[src/rtl/dual_slope_adc_ctrl.sv]
module dual_slope_adc_ctrl #(
  parameter int CW = 16
) (
  input  logic          clk,
  input  logic          rst_n,
  input  logic          start,
  input  logic          cmp_in,
  input  logic [CW-1:0] az_len,
  input  logic [CW-1:0] int_len,
  input  logic [CW-1:0] deint_max,
  output logic          sw_zero,
  output logic          sw_input,
  output logic          sw_ref,
  output logic          busy,
  output logic [CW-1:0] result,
  output logic          result_valid,
  output logic          overrange
);
  localparam int SYNC_LAT = 2;

  typedef enum logic [2:0] {S_IDLE, S_ZERO, S_INT, S_DEINT, S_DONE} state_t;

  state_t        state;
  logic [CW:0]   cnt;
  logic          cmp_s1, cmp_s2;

  wire [CW:0] cnt_nx   = cnt + 1'b1;
  wire        zero_end = cnt_nx >= {1'b0, az_len};
  wire        int_end  = cnt_nx >= {1'b0, int_len};
  wire        trip     = cmp_s2 && (cnt >= (CW+1)'(SYNC_LAT));
  wire        ceiling  = cnt == ({1'b0, deint_max} + (CW+1)'(SYNC_LAT));

  assign sw_zero      = state == S_ZERO;
  assign sw_input     = state == S_INT;
  assign sw_ref       = state == S_DEINT;
  assign result_valid = state == S_DONE;
  assign busy         = state != S_IDLE;

  always_ff @(posedge clk) begin
    if (!rst_n) begin
      cmp_s1 <= 1'b0;
      cmp_s2 <= 1'b0;
    end else begin
      cmp_s1 <= cmp_in;
      cmp_s2 <= cmp_s1;
    end
  end

  always_ff @(posedge clk) begin
    if (!rst_n) begin
      state     <= S_IDLE;
      cnt       <= '0;
      result    <= '0;
      overrange <= 1'b0;
    end else begin
      case (state)
        S_IDLE: begin
          cnt <= '0;
          if (start) state <= S_ZERO;
        end
        S_ZERO: begin
          if (zero_end) begin
            state <= S_INT;
            cnt   <= '0;
          end else cnt <= cnt_nx;
        end
        S_INT: begin
          if (int_end) begin
            state <= S_DEINT;
            cnt   <= '0;
          end else cnt <= cnt_nx;
        end
        S_DEINT: begin
          if (trip) begin
            result    <= cnt[CW-1:0] - CW'(SYNC_LAT);
            overrange <= 1'b0;
            state     <= S_DONE;
          end else if (ceiling) begin
            result    <= deint_max;
            overrange <= 1'b1;
            state     <= S_DONE;
          end else cnt <= cnt_nx;
        end
        default: state <= S_IDLE;
      endcase
    end
  end
endmodule

[config.mk]
export PLATFORM = sky130hd
export DESIGN_NAME = dual_slope_adc_ctrl
export DESIGN_NICKNAME = d
export VERILOG_FILES = /design/src/rtl/dual_slope_adc_ctrl.sv
export SDC_FILE = /design/constraint.sdc
export NUM_CORES = 1
export LEC_CHECK = 0
export ABC_AREA = 1
export BUFFER_PORTS_ARGS = -buffer_cell sky130_fd_sc_hd__clkbuf_2
export CAP_MARGIN = 5
export CORE_MARGIN = 2
export CORE_UTILIZATION = 58
export DETAILED_ROUTE_END_ITERATION = 12
export PLACE_DENSITY = 0.9
export SLEW_MARGIN = 20
export SYNTH_ARGS = -nofsm -noshare
export SYNTH_HDL_FRONTEND = slang
export SYNTH_SLANG_ARGS = --single-unit
[constraint.sdc]
create_clock -name clk -period 3.7 [get_ports clk]
set_input_delay 0.74 -clock clk [delete_from_list [all_inputs] [get_ports clk]]
set_output_delay 0.74 -clock clk [all_outputs]
set_load 0.02 [all_outputs]
Word-level counts from Yosys, hierarchy flattened --
Index checks and enable logic that the tools add are counted. W data, S select, Z words.
Storage, ports and cells: bits of input ports 52, output and inout port bits 22, flip-flop bits (word level) 39, logic and storage cells 46
Operators by class: reductions and logical operators 8, equality and inequality tests 11, add/subtract/negate cells 3, mux-type cells 15, $lt $le $gt $ge 3
Operators with widths (number):
- $mux W17 | 4
- $pmux W17 S4 | 1
- $ge A17 B16 Y1 | 2
- $mux W16 | 2
- $add A16 B2 Y17 const B | 1
- $add A17 B1 Y17 const B | 1
- $eq A17 B17 Y1 | 1
- $ge A17 B2 Y1 const B | 1
- $sub A16 B2 Y16 const B | 1
- $mux W3 | 5
- $pmux W3 S4 | 1
- $eq A3 B2 Y1 const B | 2
- $ne A2 B2 Y1 const B | 3
- $ne A2 B1 Y1 const B | 2
- $reduce_and A4 Y1 | 1
- $reduce_bool A4 Y1 | 1
- $eq A3 B1 Y1 const B | 1
- $eq A3 B3 Y1 const B | 1
- $logic_not A3 Y1 | 1
- $ne A3 B1 Y1 const B | 1
- $reduce_and A3 Y1 | 1
- $reduce_bool A3 Y1 | 1
- $mux W1 | 2
- $reduce_and A2 Y1 | 1
- 2 further kinds | 2

Logic depth before layout (Yosys ltp) --
Gate-level depths: netlist of the first run.
word-level depth 5, depth in mapped cells 25, depth with buffers taken out 24

Worst setup path before layout of the first run --
OpenSTA, ideal clock, no wires.
kind flip-flop to flip-flop, from register cnt[0], to register cnt[7], path slack 793 ps, arrival 2795 ps, stages on the path, launching flop included 24, buffers on the path 1, period minus slack after synthesis 2907 ps, path through dfxtp_1 ha_1 nand3_1 nor2_1 nand2_1 nor2_1 xor2_1 ha_1 nand2_1 nor2_1 inv_1 nor2_1 nand2_1 nand2_1 nand2_1 nand2_1 nand2_1 nand2_1 nand3_2 buf_4 nand2_1 clkinv_1 nor2_1 nor2_1
Between the ends: word-level cells in the longest chain between the ends 4, elaborated cells on any way between the ends 14
RTL lines:
- from (decl) | line 24 | logic [CW:0] cnt;
- from (signal assigned) | line 65 | end else cnt <= cnt_nx;
- from (signal assigned) | line 71 | end else cnt <= cnt_nx;
- from (signal assigned) | line 82 | end else cnt <= cnt_nx;
- $add A17 B1 Y17 / $ge A17 B2 Y1 (equally long branches) | line 27, 30
- $ge A17 B16 Y1 (tied with other cells) | line 29 | wire int_end = cnt_nx >= {1'b0, int_len};
- $mux W17 (tied with other cells) | line 68 | if (int_end) begin
- $pmux W17 S4 / $reduce_and A3 Y1 (equally long branches)
Several ways; a longest one is shown, not always the timed one. The select of a mux whose other input is x is not followed. A chain may end at the register's enable or synchronous reset.

Worst setup path after layout of the first run --
from register cnt[1], to register cnt[11]
Same word-level chain as after synthesis.

==> out/metrics.cfg, run 1 <==
[logic_synthesis]
postSynthNetCount=792
syn_area_mm2=0.00411
yosys.area.top_type=nand2_1
synthesis_stage_register_bit_count=39
synthTopCellsByArea=nand2_1 (19%), dfxtp_1 (19%), ha_1 (11%), inv_1 (11%), nor2_1 (9.1%)
yosys.area.top_type_share=0.192
asyncSetResetFlopFracSynth=0
yosys.cell_types.count=34
post_synth.cell_area_avg_um2=5.85
synth-edff-count=0
post_synth_inst_count=703
synth_ff_type=dfxtp_1
yosysWarningCount=0
synth_sequential_area_ratio=0.190

[floorplan]
fp.dieW_um=88.2
std_cell_rows=30
die_h_um=88.2
floorplan.initialDensity=0.602
die_area_mm2=0.00778
core_area_mm2=0.00683
num_io_pins=74

[clocking]
clock_sink_count=39
clock_insertion_delay_worst_skew_ns=0.29
tritoncts=yes
cts_max_path_buffers=2
number_of_buffers_inserted_during_clock_tree_synthesis=5
ctsHtreeMaxLevel=2
clock_tree.root_cell=clkbuf_8
postCtsSetupRepairBufs=0
clkSlewWorstSetupHoldPaths_ns=0.08

[timing]
fmax_ghz=0.299
maxSlewHeadroom=0.531
setup_viol=0
timing.clock.skew_ns=0.00623
finalWorstPathRequiredPeriod_ns=3.35
worstMarginPinSlew_ns=0.699
finalMaxSlewViolations=0
timing.final.hold_violations=0
post-route-period-util=0.904

[layout]
commonest_non_fill_non_tap_cell_in_the_layout=nand2_1
final_cell_area_mm2=0.00458
final_cell_count_no_fill=857
insertedDiodeCount=0
areaGrowthSynthToFinish_pct=11.4
final_nets=849
layout_common_cells=nand2_1 (210), inv_1 (119), nor2_1 (99), clkbuf_2 (73), nand3_1 (39)
layout-drive-gt1-share=0.137

[job]
drv_cap=0

[worst_setup_path]
critPathRequiredTime_ns=3.88
critical_path.max_fanout=16
worstPathArrival_ns=3.53
crit_slowest_cell=dfxtp_1
cpPeakStageDelay_ns=0.46
timing.critical_path.to_type=flop
worstPathCellList=ha_1, nand2_1, inv_1, nand4_1, nor2_1, nand4_1, xor2_1, inv_1, ha_1, nand2_1, nor2_1, inv_1, nor2_1, nand2_1, nand2_1, nand2_1, nand2_1, nand2_1, nand2_1, nand3_4, nand2_1, inv_1, nor2_1, nor2_1
path_delay_family=simple AND/OR/NAND/NOR gates
worst_path_most_repeated_cell=nand2_1
critPathBufInv=4
setup.worst_path.class=reg -> reg
startpoint_type=flop

[placement]
io_buffers=73
detailedPlacementHpwl_um=8600
globalplace.congestion=1.03
placedCellCount=849
dpl_cell_area_mm2=0.00446

[routing]
viasPerCell=5.14
detail_route.drc_violations=0
drt-total-wl_um=10900
detail_route.first_pass.iterations=5
ant_nets=0
via_count=4407
drt-initial-drc-count=393
route.detailed.wl_per_inst_um=12.7

[global_route]
initial_antenna_violation_count=0
remaining_global_route_overflow=0
grt_first_pass_wirelength_um=17800
grt_max_degree=35
grt.total_usage=0.286
vias_in_the_first_global_route=4066

[power]
power.density_mw_per_mm2=281
p_leak_nw=2.70
max-vdd-ir-drop_mv=0.249

[run_status]
run_status=finished, final reports clean

[worst_hold_path]
hp-class=reg -> reg

synth_stat cells (3+ instances only):
cell type	number
a21oi_1	29
inv_1	119
nand3_1	39
nor2_2	3
nor2_1	100
ha_1	37
xnor2_1	9
inv_2	3
o21ai_0	20
xor2_1	28
nand4_1	12
nand3_2	4
buf_2	9
nor3_1	8
buf_6	5
dfxtp_1	39
nand2_1	210
nand2_2	3
clkbuf_1	6
registers in the layout, summed over array words and instances (netlist names):
register and cells:
cmp_s2 1, cmp_s1 1, state 3, result 16, cnt 17, overrange 1
power breakdown:
| part | switching (mW) | internal [mW] | leakage, nW |
|---|---|---|---|
| Sequential | 0.0202 | 0.437 | 0.315 |
| Clock | 0.162 | 0.201 | 0.0581 |
| Combinational | 0.317 | 0.151 | 2.33 |
metal layers:
metal	track usage	routed length [um]
met4	0.154	562
met1	0.354	4590
met3	0.0292	713
met2	0.487	5000
met5	0	0
worst register-to-register path: cells and delay by family (launching register included):
family	cells	cell delay, ns
adders and majority gates	2	0.48
DFF	1	0.46
and+or+nand+nor	17	1.78
buffers and inverters	4	0.31
xor gates and xnor gates	1	0.20
final timing paths:
kind / depth (start not counted) / slack [ns] / start / endpoint
setup / recovery: 24 / 0.35 / cnt[1]$_SDFFE_PN0P_ / cnt[11]$_SDFFE_PN0P_
hold / removal: 2 / 0.42 / cmp_s1$_SDFF_PN0_ / cmp_s2$_SDFF_PN0_
setup reg to reg: 24 / 0.35 / cnt[1]$_SDFFE_PN0P_ / cnt[11]$_SDFFE_PN0P_
hold reg to reg: 2 / 0.42 / cmp_s1$_SDFF_PN0_ / cmp_s2$_SDFF_PN0_
metrics by stage:
step / TNS, ns / setup slack [ns] / total power [mW] / util / hold slack [ns]
after CTS: 0 / 0.187 / 1.26 / 0.669 / 0.422
after global routing: -0.0100 / -0.0100 / 1.36 / 0.671 / 0.456
after global placement: 0 / 0.412 / 0.898 / 0.653 / 0.404
after floorplan: 0 / 0.793 / 0.784 / - / 0.390
final: 0 / 0.354 / 1.29 / 0.671 / 0.421
after detailed placement: 0 / 0.225 / 0.916 / 0.653 / 0.403
final cells by class:
cell class | count | area, um^2
well taps | 96 | 120
flip-flops and latches | 39 | 782
fillers | 626 | 2250
clock buffers | 5 | 68.8
repair buffers | 73 | 365
multi-input cells | 517 | 2740
clock inverters | 3 | 43.8
inverters | 124 | 465
repair_timing:
action | CTS | global route
resized for setup | 0 | 3
setup endpoints to repair | 0 | 18
hold buffers | 0 | 0
cell families after synthesis:
logic type / after synthesis / share of synthesized area
xor+xnor: 37 / 0.0788
simple gates: 390 / 0.406
fa+ha+maj: 37 / 0.113
compound gates: 53 / 0.0660
buf+inv: 147 / 0.147
flops: 39 / 0.190
Note: power is estimated with default switching activity, not from simulation.
==> run 2, diff against run 1 <==
--- a/config.mk
+++ b/config.mk
@@ -8,11 +8,13 @@
 export ABC_AREA = 1
 export BUFFER_PORTS_ARGS = -buffer_cell sky130_fd_sc_hd__clkbuf_2
 export CAP_MARGIN = 5
+export CELL_PAD_IN_SITES_DETAIL_PLACEMENT = 1
+export CELL_PAD_IN_SITES_GLOBAL_PLACEMENT = 1
 export CORE_MARGIN = 2
-export CORE_UTILIZATION = 58
+export CORE_UTILIZATION = 39
 export DETAILED_ROUTE_END_ITERATION = 12
 export PLACE_DENSITY = 0.9
-export SLEW_MARGIN = 20
+export REMOVE_ABC_BUFFERS = 1
 export SYNTH_ARGS = -nofsm -noshare
 export SYNTH_HDL_FRONTEND = slang
 export SYNTH_SLANG_ARGS = --single-unit
==> out/metrics.cfg, run 2 (synthesis results as in run 1) <==
[run_status]
run_status=finished, final reports clean

[worst_hold_path]
worstHoldPathCells=2  ; unchanged
hold_path_end=cmp_s2$_SDFF_PN0_
hp-class=reg -> reg
hold_start=cmp_s1$_SDFF_PN0_

[global_route]
grt.total_usage=0.239  ; -0.0472
grt_first_pass_wirelength_um=22100  ; +24%
grt.met2_usage=0.444  ; -0.0433
groute.layer.met3.usage=0.0231  ; -0.00612
vias_in_the_first_global_route=4770  ; +17%
grt-busiest-layer=met2
remaining_global_route_overflow=0  ; unchanged
grt_max_degree=35  ; unchanged
global_route.usage.met1=0.278  ; -0.0757
initial_antenna_violation_count=0  ; unchanged

[routing]
route.detailed.wl_per_inst_um=14.8  ; +17%
drt-total-wl_um=13300  ; +23%
drt-initial-drc-count=202  ; -49%
viasPerCell=5.05  ; -1.8%
ant_nets=0  ; unchanged
detail_route.first_pass.iterations=4  ; -1
detail_route.drc_violations=0  ; unchanged
via_count=4533  ; +2.9%

[worst_setup_path]
ff2ff_setup_slack_ns=0.36  ; about the same
timing.critical_path.to_type=flop
startpoint_type=flop
cpPeakStageDelay_ns=0.43  ; -0.03 ns
setup.worst_path.class=reg -> reg
critPathBufInv=2  ; -2
crit_slowest_cell=dfxtp_2
critical_path.reg2reg.startpoint=cnt[0]$_SDFFE_PN0P_
worstPathArrival_ns=3.54  ; about the same
path_delay_family=simple AND/OR/NAND/NOR gates
worstPathCellList=ha_1, nand3_1, nor2_4, nand2_1, nor2_1, xor2_2, ha_1, nand2_1, nor2_1, inv_1, nor2_1, nand2_1, nand2_1, nand2_1, nand2_1, nand2_1, nand2_2, nand3_4, nand2_1, inv_1, nor2_1, nor2_1
worst_path_most_repeated_cell=nand2_1
critical_path.max_fanout=8  ; -8
endpoint_of_the_most_critical_register_to_register_path=cnt[1]$_SDFFE_PN0P_
r2r.worst_path.cells=22  ; -8.3%
critPathRequiredTime_ns=3.90  ; +0.02 ns

[clocking]
cts_resized=0  ; unchanged
cts_hold_repair.buffers=0  ; unchanged
clock_insertion_delay_worst_skew_ns=0.30  ; about the same
number_of_buffers_inserted_during_clock_tree_synthesis=5  ; unchanged
tritoncts=yes
postCtsSetupRepairBufs=0  ; unchanged
cts_max_path_buffers=2  ; unchanged
clock_sink_count=39  ; unchanged
ctsHtreeMaxLevel=2  ; unchanged
clkSlewWorstSetupHoldPaths_ns=0.09  ; about the same
clock_tree.root_cell=clkbuf_8

[floorplan]
std_cell_rows=37  ; +23%
floorplan.initialDensity=0.400  ; -0.202
fp.dieW_um=107  ; +21%
num_io_pins=74  ; unchanged
die_area_mm2=0.0114  ; +46%
core_area_mm2=0.0103  ; +50%
die_h_um=107  ; +21%

[power]
max-vdd-ir-drop_mv=0.129  ; -48%
power.density_mw_per_mm2=302  ; +7.4%
p_leak_nw=2.72  ; +0.63%

[layout]
layout-drive-gt1-share=0.144  ; +0.00769
final_cell_count_no_fill=898  ; +4.8%
biggestRegsByFlops=cnt: 17 flops, result: 16 flops, state: 3 flops
final_nets=850  ; +0.12%
insertedDiodeCount=0  ; unchanged
layout_common_cells=nand2_1 (209), inv_1 (119), nor2_1 (99), clkbuf_2 (73), nand3_1 (39)
areaGrowthSynthToFinish_pct=14.2
commonest_non_fill_non_tap_cell_in_the_layout=nand2_1
regMostFlops=cnt
largest_register_ffs=17  ; unchanged

[timing]
maxSlewHeadroom=0.224  ; -0.306
setup_viol=0  ; unchanged
post-route-period-util=0.903  ; -0.00128
timing.final.hold_violations=0  ; unchanged
finalWorstPathRequiredPeriod_ns=3.34  ; -0.00474 ns
fin_setup_tns_ns=0  ; unchanged
finalMaxSlewViolations=0  ; unchanged
worst_hold_slack_ns=0.425  ; +0.00395 ns
worstMarginPinSlew_ns=1.15  ; +0.452 ns
fmax_ghz=0.299  ; +0.14%
timing.clock.skew_ns=0.0103  ; +0.00404 ns

[placement]
globalplace.congestion=0.880  ; -14%
io_buffers=73  ; unchanged
detailedPlacementHpwl_um=10700  ; +24%
placedCellCount=889  ; +4.7%

[job]
drv_cap=0  ; unchanged

## run 2: changes by cell type in the layout (fill, tap and decap cells not counted), sizes merged
cell / delta
bufinv: +1
clkinvlp: +1
clkinv: -2
nand3: +1
## run 2: power by group
part           internal [mW]  total (mW)  switching [mW]
Sequential             0.437       0.458          0.0212
Combinational          0.163       0.518           0.355
Clock                  0.269       0.442           0.173
Total                  0.869        1.42           0.548
## run 2: worst reg2reg max path, cell delays in order (launching register included)
cell and delay, ns:
dfxtp_2 0.43, ha_1 0.22, nand3_1 0.19, nor2_4 0.22, nand2_1 0.12, nor2_1 0.20, xor2_2 0.12, ha_1 0.32
nand2_1 0.08, nor2_1 0.17, inv_1 0.07, nor2_1 0.17, nand2_1 0.08, nand2_1 0.07, nand2_1 0.05, nand2_1 0.05
nand2_1 0.06, nand2_2 0.13, nand3_4 0.16, nand2_1 0.12, inv_1 0.05, nor2_1 0.09, nor2_1 0.07
## run 2: area by class of cell
type                            instances  area [um^2]
Timing Repair Buffer                   73          365
Sequential cell                        39          785
Inverter                              124          465
Multi-Input combinational cell        518         2780
Clock inverter                          3         67.6
Clock buffer                            5         68.8
Fill cell                            1508         5580
Tap cell                              136          170
## run 2: through the flow
stage | total power [mW] | setup slack, ns | utilization | instance area (um^2)
3_5_place_dp | 0.942 | 0.0524 | 0.439 | 4510
2_1_floorplan | 0.766 | 0.812 | - | 3970
5_1_grt | 1.51 | -0.0646 | 0.457 | 4700
4_1_cts | 1.38 | 0.0230 | 0.452 | 4640
6_report | 1.42 | 0.358 | 0.457 | 4700
3_3_place_gp | 0.908 | 0.300 | 0.439 | 4510
## run 2: how the worst max path moves through the flow
stage	to	slack [ns]	cells after the start	startpoint
2_1_floorplan	cnt[15]$_SDFFE_PN0P_	0.81	22	cnt[0]$_SDFFE_PN0P_
3_3_place_gp	cnt[15]$_SDFFE_PN0P_	0.30	20	cnt[0]$_SDFFE_PN0P_
3_5_place_dp	cnt[1]$_SDFFE_PN0P_	0.05	22	cnt[0]$_SDFFE_PN0P_
4_1_cts	cnt[1]$_SDFFE_PN0P_	0.02	22	cnt[0]$_SDFFE_PN0P_
5_1_grt	cnt[1]$_SDFFE_PN0P_	-0.06	22	cnt[0]$_SDFFE_PN0P_
6_report	cnt[1]$_SDFFE_PN0P_	0.36	22	cnt[0]$_SDFFE_PN0P_
## run 2: layer usage
metal  routed length, um  part of all wire  up-vias
li1                    -                 -     2258
met5                   0                 0        -
met1                5730              0.43     2118
met4                 530             0.040        0
met2                6570              0.49      123
met3                 483             0.036       34
